==> src/rtl/bq_pkg.sv <==
// Shared constants, the digit layout and helpers for the biquinary adder.
// Assumes a two-wire range field above a one-hot quinary ring.
package bq_pkg;
    localparam int Q_W   = 5;                  // quinary ring positions
    localparam int R_W   = 2;                  // range wires (upper, lower)
    localparam int D_W   = Q_W + R_W;          // digit width
    localparam int CNT_W = $clog2(Q_W + 1);    // holds offset plus carry

    typedef struct packed {
        logic [R_W-1:0] rng;   // [1] upper half, [0] lower half
        logic [Q_W-1:0] qui;   // bit i set = offset i
    } bq_digit_t;

    localparam bq_digit_t BQ_ZERO = '{rng: 2'b01, qui: Q_W'(1)};

    // Position of the set bit of a one-hot ring (0 when empty).
    function automatic logic [CNT_W-1:0] ring_offset(input logic [Q_W-1:0] q);
        logic [CNT_W-1:0] pos;
        pos = '0;
        for (int i = 0; i < Q_W; i++) begin
            if (q[i]) pos = pos | CNT_W'(i);
        end
        return pos;
    endfunction
endpackage

==> src/rtl/bq_legal.sv <==
// Screens one digit: true only when each field has exactly one set wire.
// Assumes the field layout given by bq_pkg::bq_digit_t.
module bq_legal
    import bq_pkg::*;
(
    input  bq_digit_t dig,
    output logic      ok
);
    logic [CNT_W-1:0] rng_cnt;
    logic [CNT_W-1:0] qui_cnt;

    // Count set wires in each field separately.
    always_comb begin
        rng_cnt = '0;
        qui_cnt = '0;
        for (int i = 0; i < R_W; i++) rng_cnt = rng_cnt + CNT_W'(dig.rng[i]);
        for (int i = 0; i < Q_W; i++) qui_cnt = qui_cnt + CNT_W'(dig.qui[i]);
        ok = (rng_cnt == CNT_W'(1)) && (qui_cnt == CNT_W'(1));
    end
endmodule

==> src/rtl/bq_step_ctrl.sv <==
// Sequencer: accepts a request, decides load or error clear, then
// issues one ring rotation per clock for the loaded step count.
// Assumes steps is only meaningful when legal is high.
module bq_step_ctrl
    import bq_pkg::*;
(
    input  logic             clk,
    input  logic             rst_n,
    input  logic             start,
    input  logic             legal,
    input  logic [CNT_W-1:0] steps,
    output logic             ready,
    output logic             load,
    output logic             clear,
    output logic             inc,
    output logic             done,
    output logic             err
);
    logic             busy;
    logic [CNT_W-1:0] left;

    // Decode this cycle's action for the accumulator.
    always_comb begin
        ready = !busy;
        load  = !busy && start && legal;
        clear = !busy && start && !legal;
        inc   = busy;
    end

    // Track remaining rotations and produce the done and error flags.
    always_ff @(posedge clk) begin
        if (!rst_n) begin
            busy <= 1'b0;
            left <= '0;
            done <= 1'b0;
            err  <= 1'b0;
        end else begin
            done <= 1'b0;
            if (!busy && start) begin
                if (!legal) begin
                    done <= 1'b1;
                    err  <= 1'b1;
                end else begin
                    err <= 1'b0;
                    if (steps == '0) begin
                        done <= 1'b1;
                    end else begin
                        busy <= 1'b1;
                        left <= steps;
                    end
                end
            end else if (busy) begin
                left <= left - CNT_W'(1);
                if (left == CNT_W'(1)) begin
                    busy <= 1'b0;
                    done <= 1'b1;
                end
            end
        end
    end
endmodule

==> src/rtl/bq_accum.sv <==
// Accumulator digit: a range pair and a one-hot ring. Load applies the
// jump of five in parallel; each increment rotates the ring one place
// and flips the range pair on wrap, raising carry when leaving upper.
// Assumes load, clear and inc are never needed together.
module bq_accum
    import bq_pkg::*;
(
    input  logic      clk,
    input  logic      rst_n,
    input  logic      load,
    input  logic      clear,
    input  logic      inc,
    input  bq_digit_t a_dig,
    input  logic      b_upper,
    output bq_digit_t acc,
    output logic      cout
);
    // Update the digit and carry for clear, load or one ring step.
    always_ff @(posedge clk) begin
        if (!rst_n) begin
            acc  <= BQ_ZERO;
            cout <= 1'b0;
        end else if (clear) begin
            acc  <= BQ_ZERO;
            cout <= 1'b0;
        end else if (load) begin
            acc.qui <= a_dig.qui;
            if (b_upper) begin
                acc.rng <= {a_dig.rng[0], a_dig.rng[1]};
                cout    <= a_dig.rng[1];
            end else begin
                acc.rng <= a_dig.rng;
                cout    <= 1'b0;
            end
        end else if (inc) begin
            acc.qui <= {acc.qui[Q_W-2:0], acc.qui[Q_W-1]};
            if (acc.qui[Q_W-1]) begin
                acc.rng <= {acc.rng[0], acc.rng[1]};
                if (acc.rng[1]) cout <= 1'b1;
            end
        end
    end
endmodule

==> src/rtl/bq_digit_adder.sv <==
// Top: biquinary digit adder by ring counting. Screens both operands,
// then drives the accumulator through the sequencer.
// Assumes operands are held steady only on the accepting edge.
module bq_digit_adder
    import bq_pkg::*;
(
    input  logic           clk,
    input  logic           rst_n,
    input  logic           start,
    output logic           ready,
    input  logic [D_W-1:0] op_a,
    input  logic [D_W-1:0] op_b,
    input  logic           carry_in,
    output logic [D_W-1:0] sum,
    output logic           carry_out,
    output logic           done,
    output logic           err
);
    localparam int N_OPND = 2;

    bq_digit_t        opnd [N_OPND];
    logic             opnd_ok [N_OPND];
    logic             both_ok;
    logic [CNT_W-1:0] steps;
    logic             load, clear, inc;
    bq_digit_t        acc;

    // Present both operands as typed digits.
    always_comb begin
        opnd[0] = bq_digit_t'(op_a);
        opnd[1] = bq_digit_t'(op_b);
    end

    // One legality screen per operand.
    for (genvar g = 0; g < N_OPND; g++) begin : g_screen
        bq_legal u_legal (.dig(opnd[g]), .ok(opnd_ok[g]));
    end

    // Combine screens and form the rotation count from offset plus carry.
    always_comb begin
        both_ok = opnd_ok[0] && opnd_ok[1];
        steps   = ring_offset(opnd[1].qui) + CNT_W'(carry_in);
    end

    bq_step_ctrl u_ctrl (
        .clk   (clk),
        .rst_n (rst_n),
        .start (start),
        .legal (both_ok),
        .steps (steps),
        .ready (ready),
        .load  (load),
        .clear (clear),
        .inc   (inc),
        .done  (done),
        .err   (err)
    );

    bq_accum u_acc (
        .clk     (clk),
        .rst_n   (rst_n),
        .load    (load),
        .clear   (clear),
        .inc     (inc),
        .a_dig   (opnd[0]),
        .b_upper (opnd[1].rng[1]),
        .acc     (acc),
        .cout    (carry_out)
    );

    assign sum = acc;
endmodule

==> config.mk <==
export PLATFORM = sky130hd
export DESIGN_NAME = bq_digit_adder
export DESIGN_NICKNAME = d
export VERILOG_FILES = /design/src/rtl/bq_pkg.sv /design/src/rtl/bq_legal.sv /design/src/rtl/bq_step_ctrl.sv /design/src/rtl/bq_accum.sv /design/src/rtl/bq_digit_adder.sv
export SDC_FILE = /design/constraint.sdc
export NUM_CORES = 1
export LEC_CHECK = 0
export ABC_AREA = 0
export BUFFER_PORTS_ARGS = -buffer_cell sky130_fd_sc_hd__buf_2
export CAP_MARGIN = 20
export CORE_UTILIZATION = 58
export CTS_BUF_LIST = sky130_fd_sc_hd__clkbuf_4 sky130_fd_sc_hd__clkbuf_8
export DETAILED_ROUTE_END_ITERATION = 10
export PLACE_DENSITY = 0.95
export SLEW_MARGIN = 30
export SYNTH_ARGS = -nofsm -noshare
export SYNTH_HDL_FRONTEND = slang
export SYNTH_SLANG_ARGS = --single-unit
==> constraint.sdc <==
create_clock -name clk -period 5.4 [get_ports clk]
set_input_delay 0.27 -clock clk [delete_from_list [all_inputs] [get_ports clk]]
set_output_delay 0.27 -clock clk [all_outputs]
set_load 0.05 [all_outputs]
==> impl_metrics.env <==
export IMPL_status="completed"
export IMPL_sequential_cell_area_sq_um=280
export IMPL_final_net_count=171
export IMPL_grt_first_pass_wirelength_microns=3600
export IMPL_die_h_microns=44.9
export IMPL_multi_input_comb_area_sq_um=703
export IMPL_drive_gt1_share_pct=36.0
export IMPL_post_layout_nonfiller_instances=164
export IMPL_ys_seq_area_share_pct=26.3
export IMPL_cellPowerDensity_nw_per_um2=189
export IMPL_slew_limit_headroom_pct=55.5
export IMPL_detailedRoute_firstIterationViolations=9
export IMPL_clkTransAtPathRegs_ps=80
export IMPL_setup_tns_ps=0
export IMPL_filler_cell_count=148
export IMPL_fin_util_pct=71.4
export IMPL_detail_route_wirelength_microns=2240
export IMPL_tightestPinTransition_ps=667
export IMPL_clk_latency_ps=280
export IMPL_vias=915
export IMPL_hpwlAfterDp_microns=1770
export IMPL_post_synth_num_cell_types=41
export IMPL_gpl_final_weighted_congestion=0.790
export IMPL_finalHoldViolCount=0
export IMPL_ant_nets=0
export IMPL_timing_fmax_mhz=363
export IMPL_grt_start_max_net_pins=19
export IMPL_critPathRequiredTime_ps=5560
export IMPL_synth_top_area_share_pct=26.3
export IMPL_finalSetupViolations=0
export IMPL_max_cap_violations=0
export IMPL_yosys_warnings=0
export IMPL_grt_overflow=0
export IMPL_cts_root_buf="clkbuf_4"
export IMPL_cp_end_kind="flop"
export IMPL_synth_area_top_cells="dfxtp_1 26%, ha_1 9.4%, fa_1 7.5%, inv_1 5.3%, a22oi_2 4.7%"
export IMPL_start_util_pct=61.8
export IMPL_setup_worst_path_start="op_a[0]"
export IMPL_cts_repair_timing_setup_buffer_count=0
export IMPL_routed_via_density=5.58
export IMPL_reg2reg_depth=4
export IMPL_number_of_antenna_violations_at_the_first_check_in_global_routing=0
export IMPL_holdBufCountCts=0
export IMPL_fin_worst_skew_ps=1.18
export IMPL_wl_per_cell_microns=13.6
export IMPL_grtUsageTotal_pct=24.6
export IMPL_area_growth_pct=15.6
export IMPL_fp_row_count=15
export IMPL_fin_crit_ps=2760
export IMPL_area_of_the_die_sq_um=2020
export IMPL_synth_top_cell_by_area="dfxtp_1"
export IMPL_syn_instance_count=111
export IMPL_synth_ff_latch_count=14
export IMPL_route_detailed_drc=0
export IMPL_numPlacedInstances=161
export IMPL_clock_path_buffers=2
export IMPL_timing_rr_end="u_acc.acc[6]"
export IMPL_worstHoldPathType="in -> reg"
export IMPL_worstPathArrival_ps=2920
export IMPL_min_period_over_period_pct=51.0
export IMPL_cellLeakagePower_nw=0.549
export IMPL_fp_coreArea_sq_um=1730
export IMPL_floorplan_io_pins=29
export IMPL_port_buffers=28
export IMPL_critical_path_reg2reg_startpoint="u_ctrl.inc"
export IMPL_final_hold_worst_slack_ps=280
export IMPL_crit_end="u_ctrl.left[0]"
export IMPL_cts_tree="yes"
export IMPL_number_of_buffers_added_by_the_clock_tree_synthesis_step=3
export IMPL_cts_resized_gates=0
export IMPL_via_count_of_the_first_global_routing_pass=891
export IMPL_chip_width_microns=44.9
export IMPL_critical_path_max_fanout=4
export IMPL_worst_r2r_setup_slack_ps=3650
export IMPL_antenna_cells_inserted=0
export IMPL_depth_of_the_cts_h_tree=1
export IMPL_clock_sinks=14
export IMPL_startpoint_type="primary input"
export IMPL_finalMaxSlewViolations=0
export IMPL_setup_repair_after_global_routing_missed_its_margin="false"
export IMPL_synth_area_sq_um=1070
export IMPL_synth_net_count=141
export IMPL_avgSynthCellArea_sq_um=9.62
export IMPL_detailedRoute_firstPassIterationCount=4
export IMPL_total_power_mw=0.233
export IMPL_vdd_drop_max_uv=164
export IMPL_setup_worst_path_class="in -> reg"
[logic make-up after synthesis]
group / count (synthesis) / synth area share, %
flops: 14 / 26.3
mux: 2 / 1.88
xor+xnor: 3 / 3.17
buf+inv: 18 / 7.85
fa+ha+maj: 12 / 16.9
compound gates: 31 / 25.3
simple gates: 31 / 18.6
[cell usage in the layout (no fill, tap or decap), types with 3 or more instances in the layout]
master    instances
nor2b_1           3
clkbuf_4          3
a22oi_2           4
nor3_1            5
o21ai_0           3
dfxtp_1          14
ha_1              8
nand2_1           8
a21oi_2           5
inv_1            15
fa_1              4
buf_2            28
[synthesized netlist by cell type]
| library cell | count |
|---|---|
| and4bb_1 | 1 |
| fa_1 | 4 |
| a31oi_1 | 1 |
| nor2_1 | 2 |
| a211o_1 | 1 |
| ha_1 | 8 |
| a41oi_1 | 1 |
| o31ai_1 | 1 |
| a21boi_1 | 1 |
| nand3b_1 | 1 |
| mux2i_1 | 2 |
| o21ai_1 | 1 |
| nor4b_4 | 1 |
| and4_4 | 2 |
| a211oi_2 | 2 |
| nand4_1 | 1 |
| buf_6 | 2 |
| a21oi_2 | 5 |
| o31a_1 | 1 |
| nand2b_1 | 1 |
| buf_2 | 1 |
| nor3_1 | 5 |
| o21ai_0 | 3 |
| nor4b_1 | 1 |
| a21boi_2 | 1 |
| and3_1 | 2 |
| o211ai_1 | 1 |
| dfxtp_1 | 14 |
| a21oi_1 | 2 |
| o21bai_1 | 2 |
| nand2_1 | 8 |
| inv_1 | 15 |
| nand3_1 | 1 |
| xor2_1 | 2 |
| or2_2 | 2 |
| a211oi_1 | 2 |
| a311oi_1 | 1 |
| a22oi_2 | 4 |
| xor2_2 | 1 |
| o21ai_4 | 1 |
| nor2b_1 | 3 |
[area by class of cell]
cell class                      count  area share, %
Inverter                           15           4.56
Tap cell                           25           2.54
Timing Repair Buffer               28           11.4
Multi-Input combinational cell     79           57.0
Sequential cell                    14           22.7
Clock buffer                        3           1.83
[metrics by stage]
step,instance area [sq um],worst slack [ps]
detailed placement,1210,2380
global route,1230,2520
global placement,1210,2450
floorplan,1070,2680
CTS,1230,2660
finish,1230,2640
[report_power, final]
part | switching, mW | internal, mW
clock network | 0.0321 | 0.0259
logic | 0.0401 | 0.0286
registers | 0.00136 | 0.105
total | 0.0735 | 0.160
[flip-flops by register name (all words and copies together) (netlist names)]
name / count
u_acc.cout: 1
u_ctrl.left: 3
u_ctrl.inc: 1
u_acc.acc: 7
u_ctrl.done: 1
u_ctrl.err: 1
[worst min path at each step]
stage / from / endpoint / cells past startpoint
finish: op_a[2] / u_acc.acc[2] / 3
global route: op_a[6] / u_acc.cout / 3
CTS: op_a[2] / u_acc.acc[2] / 3
detailed placement: u_ctrl.left[1] / u_ctrl.left[1] / 2
global placement: u_ctrl.left[1] / u_ctrl.left[1] / 2
floorplan: rst_n / u_ctrl.inc / 1
[routing by layer]
metal	vias up	routed length [microns]	track usage, %
met1	442	940	27.1
met3	2	64	6.40
met5	-	0	0
met4	0	16	7.27
li1	452	-	-
met2	19	1210	45.9
[worst max-delay path: stages]
cell and delay, ps:
buf_2 120, ha_1 280, inv_1 50, fa_1 470, inv_1 40, ha_1 180, fa_1 480, nor4b_4 380
nand4_1 250, nor4b_1 310, nor3_1 80
No activity file was read; power rests on OpenSTA's default activity.
